[src/rtl/vram_port.sv]
module vram_port #(
  parameter int AW = 19
) (
  input  logic          clk,
  input  logic          rst_n,
  input  logic          sys_reset,
  input  logic          reg_we,
  input  logic [2:0]    reg_sel,
  input  logic [7:0]    reg_wdata,
  input  logic          data_we,
  input  logic [7:0]    data_wdata,
  input  logic          data_re,
  output logic [7:0]    data_rdata,
  output logic          busy,
  output logic [AW-1:0] mem_addr,
  output logic          mem_we,
  output logic [7:0]    mem_wdata,
  input  logic [7:0]    mem_rdata
);
  localparam int TW = AW - 16;

  typedef enum logic [1:0] {IDLE, ISSUE, LATCH} fill_t;

  fill_t         fill_q;
  logic [AW-1:0] wptr, rptr;
  logic          wfrz, rfrz;
  logic [7:0]    buf_q;

  wire host_ok  = (fill_q == IDLE);
  wire reg_go   = reg_we & host_ok;
  wire store_go = data_we & host_ok & ~reg_we & ~sys_reset;
  wire load_go  = data_re & host_ok & ~reg_we & ~sys_reset;
  wire refill   = (reg_go & (reg_sel == 3'd5)) | (load_go & ~rfrz);

  assign busy       = ~host_ok;
  assign data_rdata = buf_q;
  assign mem_we     = store_go;
  assign mem_wdata  = data_wdata;
  assign mem_addr   = (fill_q == ISSUE) ? rptr : wptr;

  always_ff @(posedge clk) begin
    if (!rst_n) begin
      wptr <= '0;
      rptr <= '0;
      wfrz <= 1'b0;
      rfrz <= 1'b0;
    end else if (reg_go) begin
      case (reg_sel)
        3'd0: wptr[7:0]   <= reg_wdata;
        3'd1: wptr[15:8]  <= reg_wdata;
        3'd2: begin
          wptr[AW-1:16] <= reg_wdata[TW-1:0];
          wfrz          <= reg_wdata[7];
        end
        3'd3: rptr[7:0]   <= reg_wdata;
        3'd4: rptr[15:8]  <= reg_wdata;
        3'd5: begin
          rptr[AW-1:16] <= reg_wdata[TW-1:0];
          rfrz          <= reg_wdata[7];
        end
        default: ;
      endcase
    end else begin
      if (store_go && !wfrz) wptr <= wptr + 1'b1;
      if (load_go && !rfrz)  rptr <= rptr + 1'b1;
    end
  end

  always_ff @(posedge clk) begin
    if (!rst_n) begin
      fill_q <= IDLE;
      buf_q  <= '0;
    end else begin
      case (fill_q)
        IDLE:  if (refill) fill_q <= ISSUE;
        ISSUE: fill_q <= LATCH;
        LATCH: begin
          buf_q  <= mem_rdata;
          fill_q <= IDLE;
        end
        default: fill_q <= IDLE;
      endcase
    end
  end
endmodule


[config.mk]
export PLATFORM = sky130hd
export DESIGN_NAME = vram_port
export DESIGN_NICKNAME = d
export VERILOG_FILES = /design/src/rtl/vram_port.sv
export SDC_FILE = /design/constraint.sdc
export NUM_CORES = 1
export LEC_CHECK = 0
export ABC_AREA = 1
export BUFFER_PORTS_ARGS = -buffer_cell sky130_fd_sc_hd__clkbuf_2
export CAP_MARGIN = 25
export CORE_UTILIZATION = 40
export DETAILED_ROUTE_END_ITERATION = 16
export PLACE_DENSITY = 0.66
export SLEW_MARGIN = 20
export SYNTH_ARGS = -nofsm -noshare
export SYNTH_HDL_FRONTEND = slang
export SYNTH_SLANG_ARGS = --single-unit
[constraint.sdc]
create_clock -name clk -period 1.5 [get_ports clk]
set_input_delay 0 -clock clk [delete_from_list [all_inputs] [get_ports clk]]
set_output_delay 0 -clock clk [all_outputs]
set_load 0.03 [all_outputs]
Yosys cells after proc, flatten, opt, wreduce, memory -nomap -nowiden

Index checks and enable logic that the tools add are counted.

Register bits: 50
Word-level logic and storage cells: 69

Add/subtract/negate cells: 2
Equal/unequal tests: 14
Muxes and demuxes: 13
Bitwise operators: 14
Reduce and logical (&&, ||, !) cells: 16

Operator list:

| operator                                              | number |
|---|---|
| two-way mux 19 bit                                    | 5 |
| adder 19 x 1 -> 19 bit, second input constant         | 2 |
| two-way mux 8 bit                                     | 4 |
| AND reduction 2 bit                                   | 8 |
| inequality test 2 x 1 -> 1 bit, second input constant | 7 |
| bitwise AND 1 bit                                     | 9 |
| equality test 3 x 2 -> 1 bit, second input constant   | 2 |
| equality test 3 bit, second input constant            | 2 |
| two-way mux 3 bit                                     | 2 |
| inverter 1 bit                                        | 4 |
| case mux 2 bit (2 select lines)                       | 1 |
| nonzero test 2 bit                                    | 2 |
| equality test 3 x 1 -> 1 bit, second input constant   | 1 |
| zero test 3 bit                                       | 1 |
| equality test 2 x 1 -> 1 bit, second input constant   | 1 |
| equality test 2 bit, second input constant            | 1 |
| logical AND 1 bit                                     | 2 |
| zero test 1 bit                                       | 2 |
| zero test 2 bit                                       | 1 |
| two-way mux 2 bit                                     | 1 |
| bitwise OR 1 bit                                      | 1 |

Logic depth before layout (Yosys ltp)

Word-level depth: 8
Depth in mapped cells: 9

Worst setup path before layout

No wires, ideal clock.

Path kind: register to register
Start point: reg fill_q[0]
End point: reg wptr[7]
Data arrival time: 1.386 ns
Required time: 1.383 ns
Path slack: -0.003 ns
Cell stages (with the launch flop): 9
Buffers on the path: 0
Cells stage by stage: dfxtp_1 nor2_2 nand3_1 nor2_2 nand2_2 nand2_2 inv_2 nor2_1 a21oi_1

Word-level cells in the longest chain between the ends: 7
Elaborated cells between the ends (all ways): 10

RTL lines:

| element                              | line | RTL |
|---|---|---|
| from (decl)                          | 24   | `fill_t fill_q;` |
| from (signal assigned)               | 71   | `fill_q <= IDLE;` |
| from (signal assigned)               | 75   | `IDLE: if (refill) fill_q <= ISSUE;` |
| from (signal assigned)               | 76   | `ISSUE: fill_q <= LATCH;` |
| zero test 2 bit                      | 29   | `wire host_ok = (fill_q == IDLE);` |
| bitwise AND 1 bit (3 in series)      | 31   | `wire store_go = data_we & host_ok & ~reg_we & ~sys_reset;` |
| via mem_we                           | 16   | `output logic mem_we,` |
| logical AND 1 bit                    | 64   | `if (store_go && !wfrz) wptr <= wptr + 1'b1;` |
| nonzero test 2 bit (no source line)  | -    |  |
| AND reduction 2 bit (no source line) | -    |  |
| to (signal assigned)                 | 49   | `3'd0: wptr[7:0] <= reg_wdata;` |
| to (signal, indexed assignment)      | 52   | `wptr[AW-1:16] <= reg_wdata[TW-1:0];` |
| to (signal assigned)                 | 64   |  |
| to (decl)                            | 25   | `logic [AW-1:0] wptr, rptr;` |

The timed path passes the listed nets, and every way through them passes these cells.
A chain may end at the register's enable or synchronous reset.

Final worst setup path

Start point: reg fill_q[1]
End point: reg wptr[5]

Word-level cells in the longest chain between the ends: 7
Elaborated cells between the ends (all ways): 10

RTL lines:

| element                              | line |
|---|---|
| zero test 2 bit *                    | 29 |
| bitwise AND 1 bit (3 in series)      | 31 |
| logical AND 1 bit                    | 64 |
| nonzero test 2 bit (no source line)  | - |
| AND reduction 2 bit (no source line) | - |

Every way passes the cells marked *; elsewhere a longest branch is shown, timed or not.

==> metrics.md <==
| Metric | Value |
|---|---|
| Power consumption | between 3 and 4 mW |
| N_diodes | 0 |
| Clk slew on worst S/H paths | 0.10 ns |
| Worst Path Arrival | approximately 1.7 ns |
| # DRC | 0 |
| Critical Path Start Type | register |
| Initial antenna violation count | 0 |
| Setup violators final | 1 |
| Vias per cell | 5.36 |
| Rows | 33 |
| Post-Syn Instances | just under 600 |
| Clock Tree Root | clkbuf_8 |
| CP cell instances | inv_4 > nand2_4 > nor2_4 > buf_12 > nand4_1 > nand2_4 > buf_4 > o21ai_1 > nor2_1 > nor2_1 |
| Hold Path Class | input pin to output port |
| Sw Pwr | approximately 1.1 mW |
| Met3 wire length | approximately 840 um |
| Max-Cap Viols | 0 |
| WL final | 11,700 um |
| Clk sinks | 50 |
| H-tree levels | 2 |
| Leak | around 2.2 nW |
| Origin of the critical flop-to-flop path | fill_q[1] |
| Via count | 4,168 |
| Hold EP | mem_wdata[7] |
| Seq cells post-synth | 50 |
| Net Sw Frac | 0.318 |
| Port-buffer cells | 53 |
| R2r endpoint | wptr[5] |
| WP data required | 1.71 ns |
| Max layer used | met4 |
| Vias in the first global route | 3,747 |
| M1 wire length | 4890 um |
| WL/cell | 15.0 um |
| Total CTS buffers | 5 |
| Sequential Power Share | 0.416 |
| Synth Area per Inst | 5.94 sq um |
| Final period utilization | 1.01 |
| Gr ovfl total | 0 |
| Fmax achieved | ~0.66 GHz |
| Run status | finished with violations |
| Largest net degree at the start of global routing | 35 |
| IO Pins | 70 |
| Hold Crit Start | data_wdata[7] |
| Delay of the slowest critical-path stage | 0.35 ns |
| CP startpoint | fill_q[1] |
| Clock Skew | between 0.005 and 0.006 ns |
| Crit end category | register |
| Crit-path max FO | 8 |
| CTS tree | built |
| Pint | 2.47 mW |
| DP HPWL | 8250 um |
| Die ar. | approximately 9000 sq um |
| Die X | 94.7 um |
| Unrepaired setup endpoints after global routing | yes |
| Ys Warns | 0 |
| Routability congestion estimate | approximately 0.9 |
| Worst-Margin Slew | 0.521 ns |
| Clock power share | 0.322 |
| Worst vdd ir | 0.397 mV |
| Core region area | 8260 sq um |
| R2R Setup Slk | -0.01 ns |
| Combinational group share of total power | 0.262 |
| WHS Path Cells | 0 |
| Failing checks | setup timing |
| Global-route wire length before repair | 18,300 um |
| Synth cell types | 30 |
| Fin nets | ~710 |
| Min Hold Slack | roughly 0.000013 ns |
| Slew headroom | 0.652 |
| Share of layout cells above drive strength 1 | 0.242 |
| WL met2 | about 5700 um |
| Fin crit period | 1.51 ns |
| Area growth syn-to-layout | 33.3% |
| Most common library cell in the layout ignoring fill and taps | nand2_1 |
| Setup slack after layout | -0.0108 ns |
| Setup_tns | -0.0108 ns |
| First-pass iteration count of the detailed router | 5 |
| Detail Route Antenna Nets | 0 |
| Die Span Y | 94.7 um |
| Iter 0 DRT Violations | 211 |
| Reg2Reg Depth | 10 |
| Effective utilization at floorplan | 0.416 |
| Synthesized area | 3430 sq um |
| Mapped Nets | 613 |
| Clock buffer depth | 2 |
| PwrDens | ~800 nW/um^2 |
| Critical path class | register to register |
| Register area share after synthesis | 0.291 |
| Fin. Hold Viols | 0 |
| Global Route Usage Sum | 0.265 |
| Slowest CP cell | dfxtp_2 |
| Later-pin clock latency in the skew report | approximately 0.31 ns |
| Slew Limit Fails | 0 |
| Commonest non-fill, non-tap cells in the layout | nand2_1 (123), nor2_1 (88), inv_1 (64) |
[synth_stat cells, drive strengths merged]
cell / number / share of area
nor2: 99 / 0.11
nand3: 51 / 0.074
nand2: 134 / 0.15
nor3: 3 / 0.0044
ha: 2 / 0.0073
dfxtp: 50 / 0.29
nand3b: 2 / 0.0044
a31o: 2 / 0.0051
o21bai: 12 / 0.026
o31ai: 1 / 0.0022
nand4: 10 / 0.024
inv: 71 / 0.078
a21oi: 52 / 0.076
mux2: 2 / 0.0066
a211oi: 1 / 0.0022
clkbuf: 7 / 0.0077
a21boi: 1 / 0.0022
xnor2: 1 / 0.0026
o21ai: 58 / 0.085
buf: 17 / 0.035
nor3b: 1 / 0.0022
o211ai: 1 / 0.0022
[critical path, delay by kind of cell (launching register included)]
family | cells | cell delay (ns)
flip-flops | 1 | 0.35
buffers and inverters | 3 | 0.34
AO/OA/AOI/OAI | 1 | 0.05
AND/OR/NAND/NOR | 6 | 0.66
[worst max path at each step]
stage | depth (start not counted) | end
after global placement | 8 | wptr[7]
after global routing | 9 | wptr[1]
final | 10 | wptr[5]
after detailed placement | 8 | wptr[7]
after floorplan | 3 | mem_addr[10]
after CTS | 5 | mem_addr[7]
[stage by stage]
step	instances	setup slack [ns]	area (sq um)	utilization
2_1_floorplan	578	0.0316	3440	-
3_3_place_gp	748	0.0161	3990	0.483
3_5_place_dp	748	0.0126	3990	0.483
4_1_cts	770	-0.0240	4370	0.529
5_1_grt	778	-0.0951	4580	0.555
6_report	778	-0.0108	4580	0.555
[metal layers]
metal  global-route usage  up-vias
met4               0.0859        0
met2                0.464      167
met1                0.335     1906
li1                     -     2066
met3               0.0338       29
met5                    0        -
[logic make-up after synthesis]
kind of cell | after synthesis | synth area share
AOI/OAI and AO/OA | 128 | 0.200
xor gates and xnor gates | 1 | 0.00255
buffers and inverters | 95 | 0.120
muxes | 2 | 0.00656
and+or+nand+nor | 300 | 0.372
DFF | 50 | 0.291
adders and majority gates | 2 | 0.00728
[cell type report]
| class | count | area (sq um) |
|---|---|---|
| clock inverters | 3 | 68.8 |
| flip-flops and latches | 50 | 1010 |
| inverters | 71 | 269 |
| fillers | 819 | 3680 |
| clock buffers | 5 | 68.8 |
| well taps | 105 | 131 |
| repair buffers | 111 | 877 |
| multi-input cells | 433 | 2160 |
[flip-flops by register name, summed over array words and instances (netlist names)]
register	cells
wptr	19
wfrz	1
rptr	19
rfrz	1
fill_q	2
data_rdata	8
[repair_timing]
item / in CTS / in global routing
gates cloned: 2 / 0
hold endpoints to repair: 9 / 0
setup endpoints to repair: 14 / 57
resized for setup: 30 / 78
buffers inserted: 3 / 8
pin swaps: 0 / 7
hold buffers: 9 / 0
[power groups by stage]
| stage | clock network, mW | registers [mW] | logic [mW] |
|---|---|---|---|
| finish | 1.16 | 1.50 | 0.948 |
| global route | 1.25 | 1.52 | 1.02 |
| CTS | 1.18 | 1.50 | 0.858 |
| detailed placement | 0 | 1.53 | 0.789 |
| global placement | 0 | 1.53 | 0.776 |
| floorplan | 0 | 1.52 | 0.530 |
(Power assumes the default switching activity.)
